`src/rtl/sdram_rs_pkg.sv`:
```
// Shared types and helpers for the refresh sequencer.
// Assumes timing values are given in ns and the clock in whole MHz.
package sdram_rs_pkg;

    typedef enum logic [2:0] {
        RS_IDLE,
        RS_REQ_PRE,
        RS_AUTO_REF,
        RS_SELF_ENTER,
        RS_SELF_HOLD,
        RS_EXIT_CKSP,
        RS_EXIT_TRC,
        RS_POST_REF
    } rs_state_t;

    // Round a nanosecond value up to whole clock cycles, never below one.
    function automatic int ns_to_cyc(input int ns, input int mhz);
        int c;
        c = (ns * mhz + 999) / 1000;
        return (c < 1) ? 1 : c;
    endfunction

endpackage

```
`src/rtl/sdram_rs_refi_timer.sv`:
```
// Free-running refresh interval timer.
// Emits a one-cycle tick every PERIOD cycles; the first tick follows reset by PERIOD cycles.
module sdram_rs_refi_timer #(
    parameter int PERIOD = 1563
) (
    input  logic clk,
    input  logic rst_n,
    output logic tick
);
    localparam int W = $clog2(PERIOD + 1);
    localparam logic [W-1:0] LAST = W'(PERIOD - 1);

    logic [W-1:0] cnt_q;

    // Wrap the counter at the end of each interval.
    always_ff @(posedge clk) begin
        if (!rst_n)            cnt_q <= '0;
        else if (cnt_q == LAST) cnt_q <= '0;
        else                   cnt_q <= cnt_q + W'(1);
    end

    assign tick = (cnt_q == LAST);
endmodule

```
`src/rtl/sdram_rs_debt.sv`:
```
// Count of refreshes that fell due and are not yet served.
// Saturates at MAX_PEND; a clear wins over increment and decrement.
module sdram_rs_debt #(
    parameter int MAX_PEND      = 8,
    parameter int URGENT_MISSES = 4
) (
    input  logic clk,
    input  logic rst_n,
    input  logic inc,
    input  logic dec,
    input  logic clr,
    output logic nonzero,
    output logic urgent
);
    localparam int W = $clog2(MAX_PEND + 1);
    localparam logic [W-1:0] MAXV = W'(MAX_PEND);

    logic [W-1:0] pend_q;

    // Track owed refreshes with saturation at both ends.
    always_ff @(posedge clk) begin
        if (!rst_n || clr) begin
            pend_q <= '0;
        end else begin
            case ({inc, dec})
                2'b10:   if (pend_q != MAXV) pend_q <= pend_q + W'(1);
                2'b01:   if (pend_q != '0)   pend_q <= pend_q - W'(1);
                default: pend_q <= pend_q;
            endcase
        end
    end

    assign nonzero = (pend_q != '0);
    assign urgent  = (32'(pend_q) >= 32'(URGENT_MISSES));
endmodule

```
`src/rtl/sdram_rs_down_timer.sv`:
```
// Loadable down-counter for one timed state.
// On load it takes LOAD_VAL and counts down to zero, where it rests.
module sdram_rs_down_timer #(
    parameter int LOAD_VAL = 1
) (
    input  logic clk,
    input  logic rst_n,
    input  logic load,
    output logic zero
);
    localparam int W = $clog2(LOAD_VAL + 1) + 1;

    logic [W-1:0] cnt_q;

    // Load on request, otherwise step down until zero.
    always_ff @(posedge clk) begin
        if (!rst_n)            cnt_q <= '0;
        else if (load)         cnt_q <= W'(LOAD_VAL);
        else if (cnt_q != '0)  cnt_q <= cnt_q - W'(1);
    end

    assign zero = (cnt_q == '0);
endmodule

```
`src/rtl/sdram_refresh_seq.sv`:
```
// Refresh and self-refresh sequencer for an SDRAM command bus.
// Assumes the controller keeps ref_gnt high for as long as ref_req is high,
// and that the precharge unit holds pre_done while all banks stay closed.
module sdram_refresh_seq
    import sdram_rs_pkg::*;
#(
    parameter int CLK_MHZ       = 100,
    parameter int REFI_NS       = 15625,
    parameter int RFC_NS        = 70,
    parameter int CKSP_NS       = 20,
    parameter int RC_NS         = 70,
    parameter int BURST_REFS    = 4096,
    parameter int MAX_PEND      = 8,
    parameter int URGENT_MISSES = 4
) (
    input  logic clk,
    input  logic rst_n,
    input  logic sr_req,
    input  logic rd_idle,
    input  logic burst_mode,
    input  logic ref_gnt,
    input  logic pre_done,
    output logic ref_req,
    output logic pre_req,
    output logic ref_urgent,
    output logic cmd_ref,
    output logic cke
);
    localparam int REFI_CYC = ns_to_cyc(REFI_NS, CLK_MHZ);
    localparam int RFC_CYC  = ns_to_cyc(RFC_NS, CLK_MHZ);
    localparam int CKSP_CYC = ns_to_cyc(CKSP_NS, CLK_MHZ);
    localparam int RC_CYC   = ns_to_cyc(RC_NS, CLK_MHZ);
    localparam int BW       = $clog2(BURST_REFS + 1);
    localparam logic [BW-1:0] BURST_LD = BW'(BURST_REFS);

    rs_state_t       state_q, state_d;
    logic            sr_mode_q, sr_mode_d;
    logic            bsel_q, bsel_d;
    logic [BW-1:0]   pre_left_q, pre_left_d;
    logic [BW-1:0]   post_left_q, post_left_d;
    logic            rfc_fresh_q;

    logic tick, owed, in_sr_region;
    logic rfc_load, cksp_load, trc_load;
    logic rfc_zero, cksp_zero, trc_zero;
    logic debt_dec, debt_clr, debt_inc;

    sdram_rs_refi_timer #(.PERIOD(REFI_CYC)) u_refi (
        .clk   (clk),
        .rst_n (rst_n),
        .tick  (tick)
    );

    sdram_rs_debt #(.MAX_PEND(MAX_PEND), .URGENT_MISSES(URGENT_MISSES)) u_debt (
        .clk     (clk),
        .rst_n   (rst_n),
        .inc     (debt_inc),
        .dec     (debt_dec),
        .clr     (debt_clr),
        .nonzero (owed),
        .urgent  (ref_urgent)
    );

    sdram_rs_down_timer #(.LOAD_VAL(RFC_CYC - 1)) u_rfc_tmr (
        .clk (clk), .rst_n (rst_n), .load (rfc_load), .zero (rfc_zero)
    );

    sdram_rs_down_timer #(.LOAD_VAL(CKSP_CYC - 1)) u_cksp_tmr (
        .clk (clk), .rst_n (rst_n), .load (cksp_load), .zero (cksp_zero)
    );

    sdram_rs_down_timer #(.LOAD_VAL(RC_CYC - 1)) u_trc_tmr (
        .clk (clk), .rst_n (rst_n), .load (trc_load), .zero (trc_zero)
    );

    assign in_sr_region = state_q inside {RS_SELF_ENTER, RS_SELF_HOLD, RS_EXIT_CKSP,
                                          RS_EXIT_TRC, RS_POST_REF};
    assign debt_inc = tick && !in_sr_region;
    assign debt_clr = (state_q == RS_SELF_ENTER);

    // Next-state, timer loads and batch counters of the sequencer.
    always_comb begin
        state_d     = state_q;
        sr_mode_d   = sr_mode_q;
        bsel_d      = bsel_q;
        pre_left_d  = pre_left_q;
        post_left_d = post_left_q;
        rfc_load    = 1'b0;
        cksp_load   = 1'b0;
        trc_load    = 1'b0;
        debt_dec    = 1'b0;
        case (state_q)
            RS_IDLE: begin
                if (sr_req && rd_idle) begin
                    state_d    = RS_REQ_PRE;
                    sr_mode_d  = 1'b1;
                    bsel_d     = burst_mode;
                    pre_left_d = burst_mode ? BURST_LD : '0;
                end else if (owed) begin
                    state_d   = RS_REQ_PRE;
                    sr_mode_d = 1'b0;
                end
            end
            RS_REQ_PRE: begin
                if (ref_gnt && pre_done) begin
                    if (sr_mode_q && pre_left_q == '0) begin
                        state_d = RS_SELF_ENTER;
                    end else begin
                        state_d  = RS_AUTO_REF;
                        rfc_load = 1'b1;
                    end
                end
            end
            RS_AUTO_REF: begin
                if (rfc_zero) begin
                    debt_dec = 1'b1;
                    if (sr_mode_q) begin
                        pre_left_d = pre_left_q - BW'(1);
                        if (pre_left_q > BW'(1)) rfc_load = 1'b1;
                        else                     state_d  = RS_SELF_ENTER;
                    end else begin
                        state_d = RS_IDLE;
                    end
                end
            end
            RS_SELF_ENTER: state_d = RS_SELF_HOLD;
            RS_SELF_HOLD: begin
                if (!sr_req) begin
                    state_d   = RS_EXIT_CKSP;
                    cksp_load = 1'b1;
                end
            end
            RS_EXIT_CKSP: begin
                if (cksp_zero) begin
                    state_d  = RS_EXIT_TRC;
                    trc_load = 1'b1;
                end
            end
            RS_EXIT_TRC: begin
                if (trc_zero) begin
                    state_d     = RS_POST_REF;
                    rfc_load    = 1'b1;
                    post_left_d = bsel_q ? BURST_LD : BW'(1);
                end
            end
            RS_POST_REF: begin
                if (rfc_zero) begin
                    if (post_left_q > BW'(1)) begin
                        post_left_d = post_left_q - BW'(1);
                        rfc_load    = 1'b1;
                    end else begin
                        state_d = RS_IDLE;
                    end
                end
            end
            default: state_d = RS_IDLE;
        endcase
    end

    // Sequencer state and batch registers.
    always_ff @(posedge clk) begin
        if (!rst_n) begin
            state_q     <= RS_IDLE;
            sr_mode_q   <= 1'b0;
            bsel_q      <= 1'b0;
            pre_left_q  <= '0;
            post_left_q <= '0;
            rfc_fresh_q <= 1'b0;
        end else begin
            state_q     <= state_d;
            sr_mode_q   <= sr_mode_d;
            bsel_q      <= bsel_d;
            pre_left_q  <= pre_left_d;
            post_left_q <= post_left_d;
            rfc_fresh_q <= rfc_load;
        end
    end

    assign ref_req = (state_q != RS_IDLE);
    assign pre_req = (state_q == RS_REQ_PRE) && ref_gnt;
    assign cke     = !(state_q == RS_SELF_ENTER || state_q == RS_SELF_HOLD);
    assign cmd_ref = (state_q == RS_SELF_ENTER) ||
                     ((state_q == RS_AUTO_REF || state_q == RS_POST_REF) && rfc_fresh_q);
endmodule

```
`config.mk`:
```
export PLATFORM = sky130hd
export DESIGN_NAME = sdram_refresh_seq
export DESIGN_NICKNAME = d
export VERILOG_FILES = /design/src/rtl/sdram_rs_pkg.sv /design/src/rtl/sdram_rs_refi_timer.sv /design/src/rtl/sdram_rs_debt.sv /design/src/rtl/sdram_rs_down_timer.sv /design/src/rtl/sdram_refresh_seq.sv
export SDC_FILE = /design/constraint.sdc
export NUM_CORES = 1
export LEC_CHECK = 0
export CORE_ASPECT_RATIO = 1.75
export CORE_MARGIN = 2
export CORE_UTILIZATION = 63
export CTS_BUF_LIST = sky130_fd_sc_hd__clkbuf_4
export CTS_CLUSTER_DIAMETER = 40
export DETAILED_ROUTE_END_ITERATION = 7
export GPL_TIMING_DRIVEN = 0
export PLACE_DENSITY_LB_ADDON = 0.25
export SLEW_MARGIN = 20
export SYNTH_ARGS = -nofsm -noshare
export SYNTH_HDL_FRONTEND = slang
export SYNTH_SLANG_ARGS = --single-unit
```
`constraint.sdc`:
```
create_clock -name clk -period 3.2 [get_ports clk]
set_clock_uncertainty 0.05 [all_clocks]
set_input_delay 0.96 -clock clk [delete_from_list [all_inputs] [get_ports clk]]
set_output_delay 0.96 -clock clk [all_outputs]
set_load 0.02 [all_outputs]
```
==> flow_metrics.py <==
metrics = {
    "die": {
        "die_area_um2": 5280,
        "fp-row-count": 33,
        "die_height_um": 94.6,
        "start_util_pct": 64.5,
        "core_um2": 4580,
        "die_x_um": 55.8,
        "ioPinCount": 12,
    },
    "sta": {
        "worst_pin_slew_ps": 839,
        "setup_viol": 0,
        "finalCritPeriodShare_pct": 93.3,
        "max_slew_margin_pct": 43.3,
        "fin_crit_ps": 2990,
        "rsz0062_at_grt": "false",
        "setup_slack_ps": 213,
        "max_freq_ghz": 0.335,
        "hold_viol": 0,
        "slew_viol_final": 0,
    },
    "cts": {
        "cts.htree.levels": 3,
        "cts_sinks": 57,
        "clkLatencyLatePin_ps": 410,
        "cts_max_path_buffers": 2,
        "root_buffer": "clkbuf_4",
        "cts_made_buffers": 9,
        "tritoncts": "done",
        "post_cts_buffers": 0,
        "cts.clk_slew.worst_paths_ps": 80,
    },
    "drt": {
        "met3_length_um": 150,
        "drc": 0,
        "routed.top_layer": "met4",
        "drt_wl_total_mm": 6.09,
        "drtIter0Drc": 67,
        "ant_nets": 0,
        "wl_per_cell_um": 14.4,
        "avgViaCountPerCell": 5.91,
        "dr_wl_met2_mm": 3.38,
        "first_pass_iters": 4,
        "met1_length_mm": 2.38,
        "vias": 2499,
    },
    "power_and_ir_drop": {
        "peakVddDrop_v": 0.000561,
        "p_leak_nw": 1.25,
        "powerDensity_nw_per_um2": 685,
    },
    "place": {
        "hpwl_mm": 4.63,
        "globalplace.congestion": 0.852,
        "pre_cts_ws_ps": -21.0,
        "io_buffer_count": 10,
    },
    "synthesis": {
        "syn_avg_cell_area_um2": 8.57,
        "ys_seq_area_share_pct": 38.6,
        "synth_cell_types": 54,
        "syn_inst": 345,
        "synth_edf_count": 0,
        "synth_async_sr_flop_share_pct": 0,
        "synth_seq_cells": 57,
        "synth_flop_cell": "dfxtp_1",
        "netlist_area_um2": 2960,
        "synthesis.nets": 363,
        "ys_warn_count": 0,
    },
    "cells_and_area": {
        "nets": 384,
        "seqCellArea_um2": 1140,
        "most-common-layout-cells": "dfxtp_1, nor2_1, a21oi_1",
        "antennaDiodeCount": 0,
        "mostFrequentLayoutCell": "dfxtp_1",
        "fin_util_pct": 70.8,
        "multi_input_area_um2": 1710,
        "area.growth.synth_to_final_pct": 9.73,
        "drive_gt1_share_pct": 7.28,
        "fillers": 384,
    },
    "global_routing": {
        "grt_pass1_wl_mm": 10.6,
        "grt_max_degree": 11,
        "grtUsageTotal_pct": 25.7,
        "antenna_found_initial": 0,
        "first_global_vias": 2480,
        "overflow": 0,
    },
    "worst_hold_path": {
        "hp-class": "reg -> reg",
    },
    "status": {
        "outcome": "finished, final reports clean",
    },
    "worst_setup_path": {
        "crit_type": "reg -> out",
        "critPathCaptureType": "output port",
        "start_kind": "flip-flop",
        "cp_max_fo": 10,
        "critPathArrivalTime_ps": 1980,
        "required_ps": 2190,
    },
    "job": {
        "max_cap_violations": 0,
    },
}
[cells by family (layout without fill, tap and decap cells)]
| logic type | Yosys count | count (layout) | share of synthesized area [%] |
|---|---|---|---|
| and+or+nand+nor | 157 | 157 | 28.8 |
| xor gates and xnor gates | 29 | 29 | 8.59 |
| buffers and inverters | 23 | 49 | 3.47 |
| adders and majority gates | 12 | 12 | 5.25 |
| AOI/OAI and AO/OA | 63 | 63 | 14.0 |
| muxes | 4 | 4 | 1.35 |
| DFF | 57 | 57 | 38.6 |
[power breakdown]
part	switching, mW	leakage, nW	internal [mW]
clock network	0.256	0.0680	0.235
logic	0.467	0.716	0.369
registers	0.0920	0.462	0.803
[sequential cells by signal (all words and copies together) (netlist names)]
register / count
u_cksp_tmr.cnt_q: 2
u_debt.pend_q: 4
state_q: 3
post_left_q: 13
sr_mode_q: 1
u_trc_tmr.cnt_q: 4
u_refi.cnt_q: 11
u_rfc_tmr.cnt_q: 4
pre_left_q: 13
bsel_q: 1
rfc_fresh_q: 1
[routing by layer]
metal,global-route usage [%],vias to the layer above
met5,0,-
met4,14.4,0
met3,5.07,16
met2,49.7,30
met1,24.8,1193
li1,-,1260
[what timing repair did]
item                                    in CTS  in global routing
hold buffers                                 0                  0
gates resized for setup                      1                  0
endpoints found under the setup margin       1                  0
[Yosys cell counts, drive strengths merged, types with 3 or more instances]
library cell / instances / area share, %
nor2b: 8 / 1.7
and2: 5 / 1.1
clkbuf: 4 / 0.51
o2111ai: 3 / 1.1
nor3b: 4 / 1.0
dfxtp: 57 / 39
nor4: 7 / 2.5
o211ai: 3 / 0.76
o31ai: 3 / 0.76
ha: 10 / 4.2
a211oi: 3 / 1.2
xor2: 18 / 5.3
or4: 4 / 1.4
xnor2: 11 / 3.3
a21oi: 22 / 3.7
and3: 5 / 1.1
inv: 15 / 1.9
nand3b: 3 / 0.76
nand2b: 4 / 0.85
nand3: 13 / 2.2
nand2: 21 / 2.7
nor3: 14 / 2.8
buf: 4 / 1.1
mux2i: 4 / 1.4
a31oi: 3 / 0.63
nor2: 53 / 6.7
or3: 7 / 1.5
o21ai: 13 / 2.2
[metrics by stage]
step	hold WS, ps	power, mW	area, µm²	setup TNS [ps]	std cells
2_1_floorplan	393	1.55	2960	0	345
3_3_place_gp	410	1.72	3120	-23.5	407
3_5_place_dp	422	1.74	3120	-21.0	407
4_1_cts	434	2.23	3240	0	423
5_1_grt	459	2.37	3240	0	423
6_report	430	2.22	3240	0	423
[path summary, 6_finish.rpt]
check	startpoint	end	slack, ps	cells past startpoint
setup / recovery	state_q[2]	cke	210	4
hold / removal	post_left_q[11]	post_left_q[11]	430	2
hold reg to reg	post_left_q[11]	post_left_q[11]	430	2
setup reg to reg	u_refi.cnt_q[1]	u_debt.pend_q[3]	400	11
[cell type report]
class                   count  share of cell area [%]
multi-input cells         265                    52.8
flip-flops and latches     57                    35.2
repair buffers             10                    3.05
clock buffers              10                    2.31
well taps                  52                    2.01
inverters                  15                    1.74
clock inverters             6                    1.50
plain buffers               8                    1.43
[worst max-delay path, stage by stage, from the launching register on]
cell,delay [ps]
dfxtp_1,440
buf_4,200
nor3b_1,310
a21oi_1,80
clkdlybuf4s50_1,550
Power figures use the tool's default switching activity.
